--- src/rtl/mdio_pkg.sv ---
package mdio_pkg;

    // clause-22 field widths
    localparam int PHY_W    = 5;
    localparam int REG_W    = 5;
    localparam int DATA_W   = 16;

    // frame codes
    localparam logic [1:0] SOF      = 2'b01;
    localparam logic [1:0] OP_READ  = 2'b10;
    localparam logic [1:0] OP_WRITE = 2'b01;
    localparam logic [1:0] TA_DRIVE = 2'b10;

    // header = start + opcode + addresses
    localparam int HDR_W    = 4 + PHY_W + REG_W;
    localparam int WR_CMD_W = HDR_W + 2 + DATA_W;

    typedef enum logic [2:0] {
        ST_IDLE,
        ST_SEND,
        ST_TAIL,
        ST_TURN,
        ST_RECV,
        ST_FINAL,
        ST_DONE
    } mstate_e;

    typedef struct packed {
        logic              wr;
        logic [PHY_W-1:0]  phy;
        logic [REG_W-1:0]  regad;
        logic [DATA_W-1:0] wdata;
    } mreq_t;

    // Command word, left aligned; a read keeps only its header bits.
    function automatic logic [WR_CMD_W-1:0] cmd_word(input mreq_t r);
        if (r.wr)
            return {SOF, OP_WRITE, r.phy, r.regad, TA_DRIVE, r.wdata};
        else
            return {SOF, OP_READ, r.phy, r.regad, {(2 + DATA_W){1'b0}}};
    endfunction

endpackage

--- src/rtl/mdio_phase_timer.sv ---
module mdio_phase_timer #(
    parameter int HALF_DIV = 4
) (
    input  logic clk,
    input  logic rst,
    input  logic en,
    output logic tick
);
    localparam int CW = (HALF_DIV > 1) ? $clog2(HALF_DIV) : 1;
    localparam logic [CW-1:0] LAST = CW'(HALF_DIV - 1);

    logic [CW-1:0] cnt;

    assign tick = en && (cnt == LAST);

    always_ff @(posedge clk) begin
        if (rst || !en)
            cnt <= '0;
        else if (tick)
            cnt <= '0;
        else
            cnt <= cnt + 1'b1;
    end
endmodule

--- src/rtl/mdio_tx_shifter.sv ---
module mdio_tx_shifter #(
    parameter int W = 64
) (
    input  logic         clk,
    input  logic         rst,
    input  logic         load,
    input  logic [W-1:0] load_val,
    input  logic         advance,
    output logic         bit_o
);
    logic [W-1:0] sh;

    assign bit_o = sh[W-1];

    always_ff @(posedge clk) begin
        if (rst)
            sh <= '0;
        else if (load)
            sh <= load_val;
        else if (advance)
            sh <= {sh[W-2:0], 1'b0};
    end
endmodule

--- src/rtl/mdio_rx_capture.sv ---
module mdio_rx_capture #(
    parameter int W = 16
) (
    input  logic         clk,
    input  logic         rst,
    input  logic         clear,
    input  logic         ack_stb,
    input  logic         bit_stb,
    input  logic         sdi,
    output logic         ack_ok,
    output logic [W-1:0] word
);
    always_ff @(posedge clk) begin
        if (rst || clear) begin
            ack_ok <= 1'b0;
            word   <= '0;
        end else begin
            if (ack_stb)
                ack_ok <= !sdi;
            if (bit_stb)
                word <= {word[W-2:0], sdi};
        end
    end
endmodule

--- src/rtl/mdio_master.sv ---
module mdio_master
    import mdio_pkg::*;
#(
    parameter int HALF_DIV = 4,
    parameter int PRE_BITS = 32
) (
    input  logic              clk,
    input  logic              rst,
    input  logic              req,
    input  logic              req_write,
    input  logic [PHY_W-1:0]  req_phy,
    input  logic [REG_W-1:0]  req_reg,
    input  logic [DATA_W-1:0] req_wdata,
    output logic              busy,
    output logic              done,
    output logic [DATA_W-1:0] rd_data,
    output logic              ack_err,
    output logic              mdc,
    output logic              mdio_o,
    output logic              mdio_oe,
    input  logic              mdio_i
);
    localparam int FRAME_W = PRE_BITS + WR_CMD_W;
    localparam int RD_BITS = PRE_BITS + HDR_W;
    localparam int BCW     = $clog2(FRAME_W + 1);
    localparam logic [BCW-1:0] WR_LAST = BCW'(FRAME_W - 1);
    localparam logic [BCW-1:0] RD_LAST = BCW'(RD_BITS - 1);
    localparam logic [BCW-1:0] RX_LAST = BCW'(DATA_W - 1);

    mstate_e            state;
    logic               hi;
    logic               wr_q;
    logic [BCW-1:0]     bit_idx;
    logic [BCW-1:0]     last_idx;
    logic               tick;
    logic               timer_en;
    logic               accept;
    logic               tx_shift;
    logic               tx_bit;
    logic               ack_stb;
    logic               bit_stb;
    logic               ack_ok;
    logic [DATA_W-1:0]  rx_word;
    mreq_t              req_s;
    logic [FRAME_W-1:0] frame_img;

    assign req_s     = '{wr: req_write, phy: req_phy, regad: req_reg, wdata: req_wdata};
    assign frame_img = {{PRE_BITS{1'b1}}, cmd_word(req_s)};
    assign accept    = req && (state == ST_IDLE);
    assign timer_en  = (state != ST_IDLE) && (state != ST_DONE);
    assign tx_shift  = tick && hi && (state == ST_SEND) && (bit_idx != last_idx);
    assign ack_stb   = tick && hi && (state == ST_TURN) && !wr_q;
    assign bit_stb   = tick && hi && (state == ST_RECV);

    mdio_phase_timer #(.HALF_DIV(HALF_DIV)) u_timer (
        .clk  (clk),
        .rst  (rst),
        .en   (timer_en),
        .tick (tick)
    );

    mdio_tx_shifter #(.W(FRAME_W)) u_tx (
        .clk      (clk),
        .rst      (rst),
        .load     (accept),
        .load_val (frame_img),
        .advance  (tx_shift),
        .bit_o    (tx_bit)
    );

    mdio_rx_capture #(.W(DATA_W)) u_rx (
        .clk     (clk),
        .rst     (rst),
        .clear   (accept),
        .ack_stb (ack_stb),
        .bit_stb (bit_stb),
        .sdi     (mdio_i),
        .ack_ok  (ack_ok),
        .word    (rx_word)
    );

    // Phase walker: every clocked state is a low phase then a high phase.
    always_ff @(posedge clk) begin
        if (rst) begin
            state    <= ST_IDLE;
            hi       <= 1'b0;
            wr_q     <= 1'b0;
            bit_idx  <= '0;
            last_idx <= '0;
        end else begin
            case (state)
                ST_IDLE: begin
                    if (accept) begin
                        state    <= ST_SEND;
                        hi       <= 1'b0;
                        wr_q     <= req_write;
                        bit_idx  <= '0;
                        last_idx <= req_write ? WR_LAST : RD_LAST;
                    end
                end
                ST_SEND: begin
                    if (tick) begin
                        if (!hi) begin
                            hi <= 1'b1;
                        end else begin
                            hi <= 1'b0;
                            if (bit_idx == last_idx)
                                state <= ST_TAIL;
                            else
                                bit_idx <= bit_idx + 1'b1;
                        end
                    end
                end
                ST_TAIL: begin
                    if (tick)
                        state <= ST_TURN;
                end
                ST_TURN: begin
                    if (tick) begin
                        if (!hi) begin
                            hi <= 1'b1;
                        end else begin
                            hi      <= 1'b0;
                            bit_idx <= '0;
                            state   <= wr_q ? ST_DONE : ST_RECV;
                        end
                    end
                end
                ST_RECV: begin
                    if (tick) begin
                        if (!hi) begin
                            hi <= 1'b1;
                        end else begin
                            hi <= 1'b0;
                            if (bit_idx == RX_LAST)
                                state <= ST_FINAL;
                            else
                                bit_idx <= bit_idx + 1'b1;
                        end
                    end
                end
                ST_FINAL: begin
                    if (tick) begin
                        if (!hi) begin
                            hi <= 1'b1;
                        end else begin
                            hi    <= 1'b0;
                            state <= ST_DONE;
                        end
                    end
                end
                ST_DONE: state <= ST_IDLE;
                default: state <= ST_IDLE;
            endcase
        end
    end

    assign busy    = (state != ST_IDLE);
    assign done    = (state == ST_DONE);
    assign mdc     = hi;
    assign mdio_oe = (state == ST_SEND) || (state == ST_TAIL);
    assign mdio_o  = mdio_oe && tx_bit;
    assign rd_data = ack_ok ? rx_word : '1;
    assign ack_err = done && !wr_q && !ack_ok;
endmodule

--- config.mk ---
export PLATFORM = sky130hd
export DESIGN_NAME = mdio_master
export DESIGN_NICKNAME = d
export VERILOG_FILES = /design/src/rtl/mdio_pkg.sv /design/src/rtl/mdio_phase_timer.sv /design/src/rtl/mdio_tx_shifter.sv /design/src/rtl/mdio_rx_capture.sv /design/src/rtl/mdio_master.sv
export SDC_FILE = /design/constraint.sdc
export NUM_CORES = 1
export LEC_CHECK = 0
export BUFFER_PORTS_ARGS = -buffer_cell sky130_fd_sc_hd__buf_4
export CORE_MARGIN = 4
export CORE_UTILIZATION = 40
export DETAILED_ROUTE_END_ITERATION = 8
export SLEW_MARGIN = 10
export SYNTH_ARGS = -nofsm -noshare
export SYNTH_HDL_FRONTEND = slang
export SYNTH_HIERARCHICAL = 1
export SYNTH_SLANG_ARGS = --single-unit
--- constraint.sdc ---
create_clock -name clk -period 4.6 [get_ports clk]
set_clock_uncertainty 0.05 [all_clocks]
set_input_delay 0.46 -clock clk [delete_from_list [all_inputs] [get_ports clk]]
set_output_delay 0.46 -clock clk [all_outputs]
set_load 0.01 [all_outputs]
Word-level counts from Yosys, hierarchy flattened
Index checks and enable logic that the tools add are counted.

operators by class
  add/sub/neg operators = 2
  equal/unequal tests = 26
  mux-type cells = 33
  reduce and logical (&&, ||, !) cells = 30

operator list
  kind                                                                    count
  64-bit 2-to-1 mux                                                       2
  7-bit 2-to-1 mux                                                        9
  3-bit 2-to-1 mux                                                        12
  30-bit 2-to-1 mux                                                       1
  7-bit case mux with 4 select lines                                      1
  2-bit != test (second input constant)                                   12
  3-bit case mux with 6 select lines                                      1
  16-bit 2-to-1 mux                                                       1
  1-bit logical AND                                                       12
  12-bit AND reduction                                                    1
  10-bit AND reduction                                                    1
  3-bit equality test (second input constant)                             3
  7-bit by 1-bit adder with 7-bit output (second input constant)          1
  7-bit by 4-bit equality test with 1-bit output (second input constant)  1
  7-bit equality test                                                     1
  7-bit != test                                                           1
  3-bit by 2-bit equality test with 1-bit output (second input constant)  2
  2-bit by 1-bit != test with 1-bit output (second input constant)        3
  5-bit 2-to-1 mux                                                        1
  1-bit zero test                                                         4
  2-bit nonzero test                                                      2
  4-bit nonzero test                                                      1
  4-bit OR reduction                                                      1
  3-bit by 1-bit equality test with 1-bit output (second input constant)  1
  12 further kinds                                                        16

word-level totals
  flip-flop bits (word level) = 102
  output and inout port bits = 22
  word-level logic and storage cells = 100

Longest topological paths before layout
Gate-level depths: netlist of the first run.

  depth after elaboration = 8
  gate-level depth with buffers = 11
  mapped depth without buffers = 10

Modules after synthesis
The synthesis of the first run kept the hierarchy.

modules (own cells, without submodules)
  module            instances  cells an instance  area an instance (sq um)  sequential area each (sq um)
  mdio_tx_shifter   1          284                3006.6                    1281.2
  mdio_master       1          159                1106.1                    260.2
  mdio_rx_capture   1          56                 628.1                     340.3
  mdio_phase_timer  1          6                  80.1                      40.0

Worst setup path before layout of the first run
OpenSTA, ideal clock, no wires.

  path type = register -> register
  from = register state[0]
  to = register u_tx.sh[13]
  library setup time = 0.135 ns
  data arrival time = 2.190 ns
  path slack = 2.225 ns
  cell stages (with the launch flop) = 11
  buffers on the path = 3
  period minus slack after synthesis = 2.375 ns
  cells stage by stage = dfxtp_1 > clkbuf_1 > nor2_1 > a21oi_1 > and2_1 > nand3_1 > nor3b_1 > buf_6 > buf_8 > mux2i_1 > a211oi_2

between the ends
  longest elaborated chain between the ends = 7
  elaborated cells between the ends (all ways) = 12
  those cells by class = 2 x eq/ne; 1 x mux; 9 x reduce/logical

ends and longest elaborated chain
  what                                                        line                    source
  from (decl)                                                 mdio_master.sv:30       mstate_e state;
  from (signal assigned)                                      mdio_master.sv:125      state <= wr_q ? ST_DONE : ST_RECV;
  3-bit != test / 3-bit nonzero test (equally long branches)  mdio_master.sv:50       assign timer_en = (state != ST_IDLE) && (state != ST_DONE);
  1-bit logical AND (*)                                       mdio_master.sv:50
  net timer_en                                                mdio_master.sv:36       logic timer_en;
  1-bit logical AND (*)                                       mdio_phase_timer.sv:14  assign tick = en && (cnt == LAST);
  net tick                                                    mdio_master.sv:35       logic tick;
  1-bit logical AND (*) (3 in series)                         mdio_master.sv:51       assign tx_shift = tick && hi && (state == ST_SEND) && (bit_idx != last_idx);
  net tx_shift                                                mdio_master.sv:38       logic tx_shift;
  2-bit nonzero test (no line) (*)                            n/a
  to (signal assigned)                                        mdio_tx_shifter.sv:19   sh <= load_val;
  to (signal assigned)                                        mdio_tx_shifter.sv:21   sh <= {sh[W-2:0], 1'b0};
  to (decl)                                                   mdio_tx_shifter.sv:11   logic [W-1:0] sh;

The timed path passes the listed nets; every way through them passes the cells marked *.
A chain may end at the register's enable or synchronous reset.

Worst setup path after layout of the first run
  from = register state[0]
  to = register u_tx.sh[30]

The elaborated chain is that of the path after synthesis.

==> results.sh, run 1 <==
export IMPL_p_sw_mw=0.4872
export IMPL_layout_setup_ws_ns=1.677
export IMPL_synthTopCellsByCount="dfxtp_1, mux2i_1, nor2b_1, a211oi_1, nor2_1"
export IMPL_cp_end_kind="register"
export IMPL_yosys_most_used_dff="dfxtp_1"
export IMPL_start_kind="register"
export IMPL_nFillCells=1130
export IMPL_worst_pin_slew_ns=1.147
export IMPL_start_util=0.4151
export IMPL_rsz0062_at_grt="no"
export IMPL_fin_area_um2=5615
export IMPL_internal_power_mw=1.488
export IMPL_ys_async_sr_fraction=0
export IMPL_hold_depth=2
export IMPL_ys_ff_latch=96
export IMPL_wl_per_cell_um=13.23
export IMPL_area_delta_synth_final_pct=16.48
export IMPL_die_w_um=117.8
export IMPL_pwr_share_seq=0.472
export IMPL_num_rows=39
export IMPL_clk_insertion_delay_late_ns=0.33
export IMPL_grt_pass1_wl_um=16310
export IMPL_pre_cts_slack_ns=1.749
export IMPL_dpl_cell_area_um2=5295
export IMPL_drive_above_1_share=0.1561
export IMPL_cap_viol_max_count=0
export IMPL_cp_arrival_ns=3.03
export IMPL_power_share_clock=0.402
export IMPL_synth_seq_area_share=0.3987
export IMPL_htreeDepth=3
export IMPL_drc=0
export IMPL_crit_buf_inv=1
export IMPL_fin_cells=713
export IMPL_critPathTopFamily="simple AND/OR/NAND/NOR gates"
export IMPL_core_um2=11610
export IMPL_cts_tree="done"
export IMPL_drt_pass1_iter_count=4
export IMPL_antenna_found_initial=0
export IMPL_antennaDiodeCount=0
export IMPL_setup_viol=0
export IMPL_p_sw_frac=0.2467
export IMPL_dieHeight_um=117.8
export IMPL_path_depth=8
export IMPL_path_cells="nor2_1, a21oi_1, and2_1, nand3_1, nor3b_2, buf_12, mux2i_1, a211oi_1"
export IMPL_hold_viol=0
export IMPL_io_buffers=52
export IMPL_fin_crit_ns=2.923
export IMPL_r2r_start="state[0]"
export IMPL_synth_top_area_share=0.3987
export IMPL_rr_worst_depth=8
export IMPL_multi_input_area_um2=2731
export IMPL_grt_pass1_vias=3529
export IMPL_vias=3624
export IMPL_drtIter0Drc=282
export IMPL_hold_ws_ns=0.2636
export IMPL_p_per_area_nw_per_um2=351.7
export IMPL_ios=53
export IMPL_finalMaxSlewViolations=0
export IMPL_vias_per_cell=5.083
export IMPL_ys_types=52
export IMPL_drtAntennaViolNets=0
export IMPL_fmax_ghz=0.3421
export IMPL_reg2reg_slack_ns=1.68
export IMPL_fin_setup_tns_ns=0
export IMPL_cts_buffers=9
export IMPL_clk_pin_slew_worst_paths_ns=0.06
export IMPL_rr_endpoint="u_tx/sh[30]"
export IMPL_cts_setup_buffers=0
export IMPL_avgSynthCellArea_um2=9.546
export IMPL_regArea_um2=1922
export IMPL_syn_inst=505
export IMPL_synthMostInstantiatedCell="dfxtp_1"
export IMPL_grt_use_total=0.1363
export IMPL_post_place_cells=697
export IMPL_clockBufferDepth=2
export IMPL_hp_start="mdio_i"
export IMPL_yosys_area_top_type="dfxtp_1"
export IMPL_peakVddDrop_mv=0.2506
export IMPL_grt_max_degree=83
export IMPL_hold_path_class="input pin to register"
export IMPL_leakage_nw=1.946
export IMPL_cp_required_ns=4.71
export IMPL_critPathMaxStageDelay_ns=0.63
export IMPL_crit_path_max_fanout=64
export IMPL_period_share=0.6354
export IMPL_die_area_um2=13870
export IMPL_synth_edf_count=0
export IMPL_ctsRootBufferMaster="clkbuf_16"
export IMPL_layout_nets=598
export IMPL_synth_area_leaders="dfxtp_1, mux2i_1, a211oi_1, nor2b_1, nor2_1"
export IMPL_ctsHoldBuffers=0
export IMPL_cp_slowest_cell="dfxtp_1"
export IMPL_relSlewSlack=0.2344
export IMPL_cts_sinks=96
export IMPL_min_to="u_rx/ack_ok"
export IMPL_synthesis_area_um2=4821
export IMPL_place_hpwl_um=5798
export IMPL_path_class="register to register"
export IMPL_grt_remaining_overflow=0
export IMPL_gp_congestion=0.7980
export IMPL_cts_resized=0
export IMPL_routed_wl_um=9436
export IMPL_yosysWarnings=6
export IMPL_outcome="finished, final reports clean"
export IMPL_p_comb_frac=0.126
-- routing by layer --
metal / routed length (um) / track usage / vias to the layer above
met5: 0 / 0 / -
met4: 107 / 0.03590 / 0
li1: - / - / 1877
met1: 4636 / 0.1754 / 1666
met2: 4304 / 0.2260 / 70
met3: 388 / 0.03700 / 11
-- state kept, by name, summed over array words and instances, names as in the netlist --
name / cells
u_rx/word: 16
u_rx/ack_ok: 1
mdc: 1
u_tx/sh: 64
last_idx: 2
u_timer/cnt: 2
state: 3
bit_idx: 7
-- logic make-up after synthesis --
kind of cell    share of synthesized area
other cells                      0.001558
simple gates                       0.2017
mux                                0.1640
compound gates                     0.1625
fa+ha+maj                        0.005190
flops                              0.3986
buf+inv                           0.06281
xor+xnor                         0.003634
-- placed cells by master (no fill, tap or decap), types with 2 or more instances in the layout --
cell type	Yosys	final
conb_1	2	35
buf_4	1	54
mux2i_1	79	79
a211oi_2	6	6
and2_1	18	18
nand2b_1	19	19
clkinv_2	0	2
nand4_1	2	2
o32ai_1	5	5
a211oi_1	61	61
bufinv_16	0	2
and3_1	3	2
or3_1	2	2
a31oi_1	2	2
inv_1	9	9
nand2_1	8	8
nand3_1	10	10
a21oi_1	15	15
and3_2	1	2
o21ai_0	3	3
nor2_1	32	32
ha_1	2	2
dfxtp_1	96	96
nor2b_1	64	64
a21oi_2	2	2
clkbuf_16	0	9
-- power by group through the flow --
stage          combinational [mW]  clock (mW)  sequential [mW]
2_1_floorplan               0.198           0            0.937
3_3_place_gp                0.243           0            0.949
3_5_place_dp                0.248           0            0.951
4_1_cts                     0.250       0.819            0.932
5_1_grt                     0.282       0.847            0.940
6_report                    0.249       0.793            0.932
-- final cells by class --
type	instances	share of cell area
clock inverter	7	0.01693
inverter	10	0.006684
timing repair buffer	55	0.07576
clock buffer	9	0.04011
tap	143	0.03186
sequential	96	0.3422
multi-input combinational	393	0.4864
-- how the worst max path moves through the flow --
| stage | slack, ns | to | startpoint |
|---|---|---|---|
| 2_1_floorplan | 2.23 | u_tx/sh[13] | state[0] |
| 3_3_place_gp | 1.86 | u_tx/sh[51] | state[1] |
| 3_5_place_dp | 1.75 | u_tx/sh[30] | state[1] |
| 4_1_cts | 1.72 | u_tx/sh[30] | state[1] |
| 5_1_grt | 1.45 | u_tx/sh[30] | state[1] |
| 6_report | 1.68 | u_tx/sh[30] | state[0] |
-- worst register-to-register path: stages, from the launching register on --
cell	delay (ns)
dfxtp_1	0.63
nor2_1	0.21
a21oi_1	0.29
and2_1	0.25
nand3_1	0.19
nor3b_2	0.31
buf_12	0.38
mux2i_1	0.35
a211oi_1	0.10
-- stage by stage --
| step | power [mW] | util |
|---|---|---|
| 2_1_floorplan | 1.135 | - |
| 3_3_place_gp | 1.192 | 0.4559 |
| 3_5_place_dp | 1.199 | 0.4559 |
| 4_1_cts | 2.002 | 0.4835 |
| 5_1_grt | 2.070 | 0.4835 |
| 6_report | 1.975 | 0.4835 |
(Power assumes the default switching activity.)
==> inputs of run 2 (changes only) <==
clock period = 2.9 ns   (was 4.6 ns; I/O delays follow)
==> run 2 against run 1 <==
  * Utilization grew 0.50 points
  * Fmax grew 14%
  * Flip-flop and latch count is the same
  * Critical endpoint is now u_tx/sh[17]
  * Final cell count grew 0.70%
  * Count of clock-buffer cells in the layout is the same
  * Critical path depth is the same
  * Worst setup slack lost 1.3 ns
  * Via count grew 0.97%
  * Die area is the same
  * Register-to-register slack lost 1.3 ns
  * Sequential share of layout area shrank 0.30 points
  * Global-route usage grew 0.75 points
  * Largest cell class unchanged
==> results.sh, run 2 (synthesized netlist as in run 1, its figures left out) <==
export IMPL_hold_depth=2
export IMPL_outcome="finished, final reports clean"
export IMPL_place_hpwl_um=5992
export IMPL_p_sw_frac=0.2493
export IMPL_final_common_cell="dfxtp_1"
export IMPL_r2r_start="state[0]"
export IMPL_drt_pass1_iter_count=4
export IMPL_period_share=0.8828
export IMPL_layout_nets=603
export IMPL_drc=0
export IMPL_clk_insertion_delay_late_ns=0.33
export IMPL_wl_per_cell_um=13.30
export IMPL_power_share_clock=0.402
export IMPL_drtAntennaViolNets=0
export IMPL_p_per_area_nw_per_um2=556.6
export IMPL_relSlewSlack=0.6249
export IMPL_clockBufferDepth=2
export IMPL_reg2reg_slack_ns=0.34
export IMPL_leakage_nw=1.978
export IMPL_cap_viol_max_count=0
export IMPL_worst_pin_slew_ns=0.5619
export IMPL_grt_pass1_wl_um=17180
export IMPL_p_comb_frac=0.129
export IMPL_cts_setup_buffers=0
export IMPL_die_w_um=117.8
export IMPL_fin_crit_ns=2.560
export IMPL_num_rows=39
export IMPL_dieHeight_um=117.8
export IMPL_fmax_ghz=0.3906
export IMPL_ctsRootBufferMaster="clkbuf_16"
export IMPL_hold_path_class="input pin to register"
export IMPL_grt_use_total=0.1438
export IMPL_mostFrequentLayoutCells="dfxtp_1, mux2i_1, nor2b_1"
export IMPL_start_kind="register"
export IMPL_drive_above_1_share=0.1670
export IMPL_min_to="u_rx/ack_ok"
export IMPL_hold_viol=0
export IMPL_fin_setup_tns_ns=0
export IMPL_io_buffers=52
export IMPL_setup_viol=0
export IMPL_vias=3659
export IMPL_cp_end_kind="register"
export IMPL_die_area_um2=13870
export IMPL_finalMaxSlewViolations=0
export IMPL_rsz0062_at_grt="no"
export IMPL_peakVddDrop_mv=0.4679
export IMPL_largest_register="u_tx/sh"
export IMPL_largest_reg_flops=64
export IMPL_cp_required_ns=3.09
export IMPL_rr_worst_depth=8
export IMPL_core_um2=11610
export IMPL_start_util=0.4151
export IMPL_drtIter0Drc=262
export IMPL_internal_power_mw=2.370
export IMPL_hp_start="mdio_i"
export IMPL_largestRegisters="u_tx/sh: 64 flops, u_rx/word: 16 flops, bit_idx: 7 flops"
export IMPL_vias_per_cell=5.096
export IMPL_cts_buffers=9
export IMPL_pwr_share_seq=0.469
export IMPL_rr_endpoint="u_tx/sh[17]"
export IMPL_p_sw_mw=0.7872
export IMPL_cts_tree="done"
export IMPL_clk_pin_slew_worst_paths_ns=0.07
export IMPL_path_class="register to register"
export IMPL_power_total_mw=3.158
export IMPL_cp_arrival_ns=2.75
export IMPL_antenna_found_initial=0
export IMPL_routed_wl_um=9546
export IMPL_grt_pass1_vias=3699
export IMPL_grt_remaining_overflow=0
export IMPL_cts_sinks=96
export IMPL_antennaDiodeCount=0
export IMPL_gp_congestion=0.8368
export IMPL_grt_max_degree=65
export IMPL_htreeDepth=3
export IMPL_ios=53
export IMPL_crit_path_max_fanout=64
export IMPL_area_delta_synth_final_pct=17.67
[run 2: repair_timing]
item,4_1_cts,5_1_grt
hold buffers,0,0
resized for setup,0,3
setup endpoints to repair,0,38
endpoints found under the hold margin,0,0
[run 2: metrics by stage]
step | hold WS [ns] | utilization | setup WS, ns | cell area (um^2) | cells
floorplan | 0.3193 | - | 0.5254 | 4945 | 538
global placement | 0.3722 | 0.4602 | 0.3274 | 5345 | 702
detailed placement | 0.3714 | 0.4602 | 0.2797 | 5345 | 702
CTS | 0.08263 | 0.4878 | 0.2005 | 5665 | 718
global route | 0.08405 | 0.4885 | 0.1166 | 5673 | 718
finish | 0.09565 | 0.4885 | 0.3398 | 5673 | 718
[run 2: cell type report]
type	count	area [um^2]
well taps	143	178.9
flip-flops and latches	96	1924
repair buffers	60	480.5
multi-input cells	393	2731
clock inverters	7	95.09
inverters	10	37.54
clock buffers	9	225.2
fillers	1106	5941
[run 2: worst max path at each step]
stage	slack, ns	endpoint	cells after the start	startpoint
3_3_place_gp	0.33	u_tx/sh[18]	8	state[0]
3_5_place_dp	0.28	u_tx/sh[47]	8	state[0]
2_1_floorplan	0.53	u_tx/sh[13]	10	state[0]
5_1_grt	0.12	u_tx/sh[17]	8	state[0]
4_1_cts	0.20	u_tx/sh[17]	8	state[0]
6_report	0.34	u_tx/sh[17]	8	state[0]
[run 2: power by group through the flow]
| stage | Sequential, mW | Clock [mW] | Combinational, mW |
|---|---|---|---|
| 2_1_floorplan | 1.49 | 0 | 0.314 |
| 3_3_place_gp | 1.51 | 0 | 0.398 |
| 3_5_place_dp | 1.51 | 0 | 0.407 |
| 4_1_cts | 1.48 | 1.31 | 0.411 |
| 5_1_grt | 1.49 | 1.36 | 0.465 |
| 6_report | 1.48 | 1.27 | 0.408 |
[run 2: routing by layer]
layer	global-route usage	part of all wire	vias up
met5	0	0	-
met4	0.03077	0.010	0
met3	0.04373	0.045	9
met2	0.2354	0.45	75
met1	0.1876	0.49	1682
li1	-	-	1893
[run 2: critical path: stages, from the launching register on]
cell	delay [ns]
dfxtp_2	0.50
nor2_1	0.12
a21oi_1	0.19
and2_1	0.25
nand3_1	0.18
nor3b_2	0.27
clkbuf_16	0.38
mux2i_1	0.17
a211oi_1	0.28
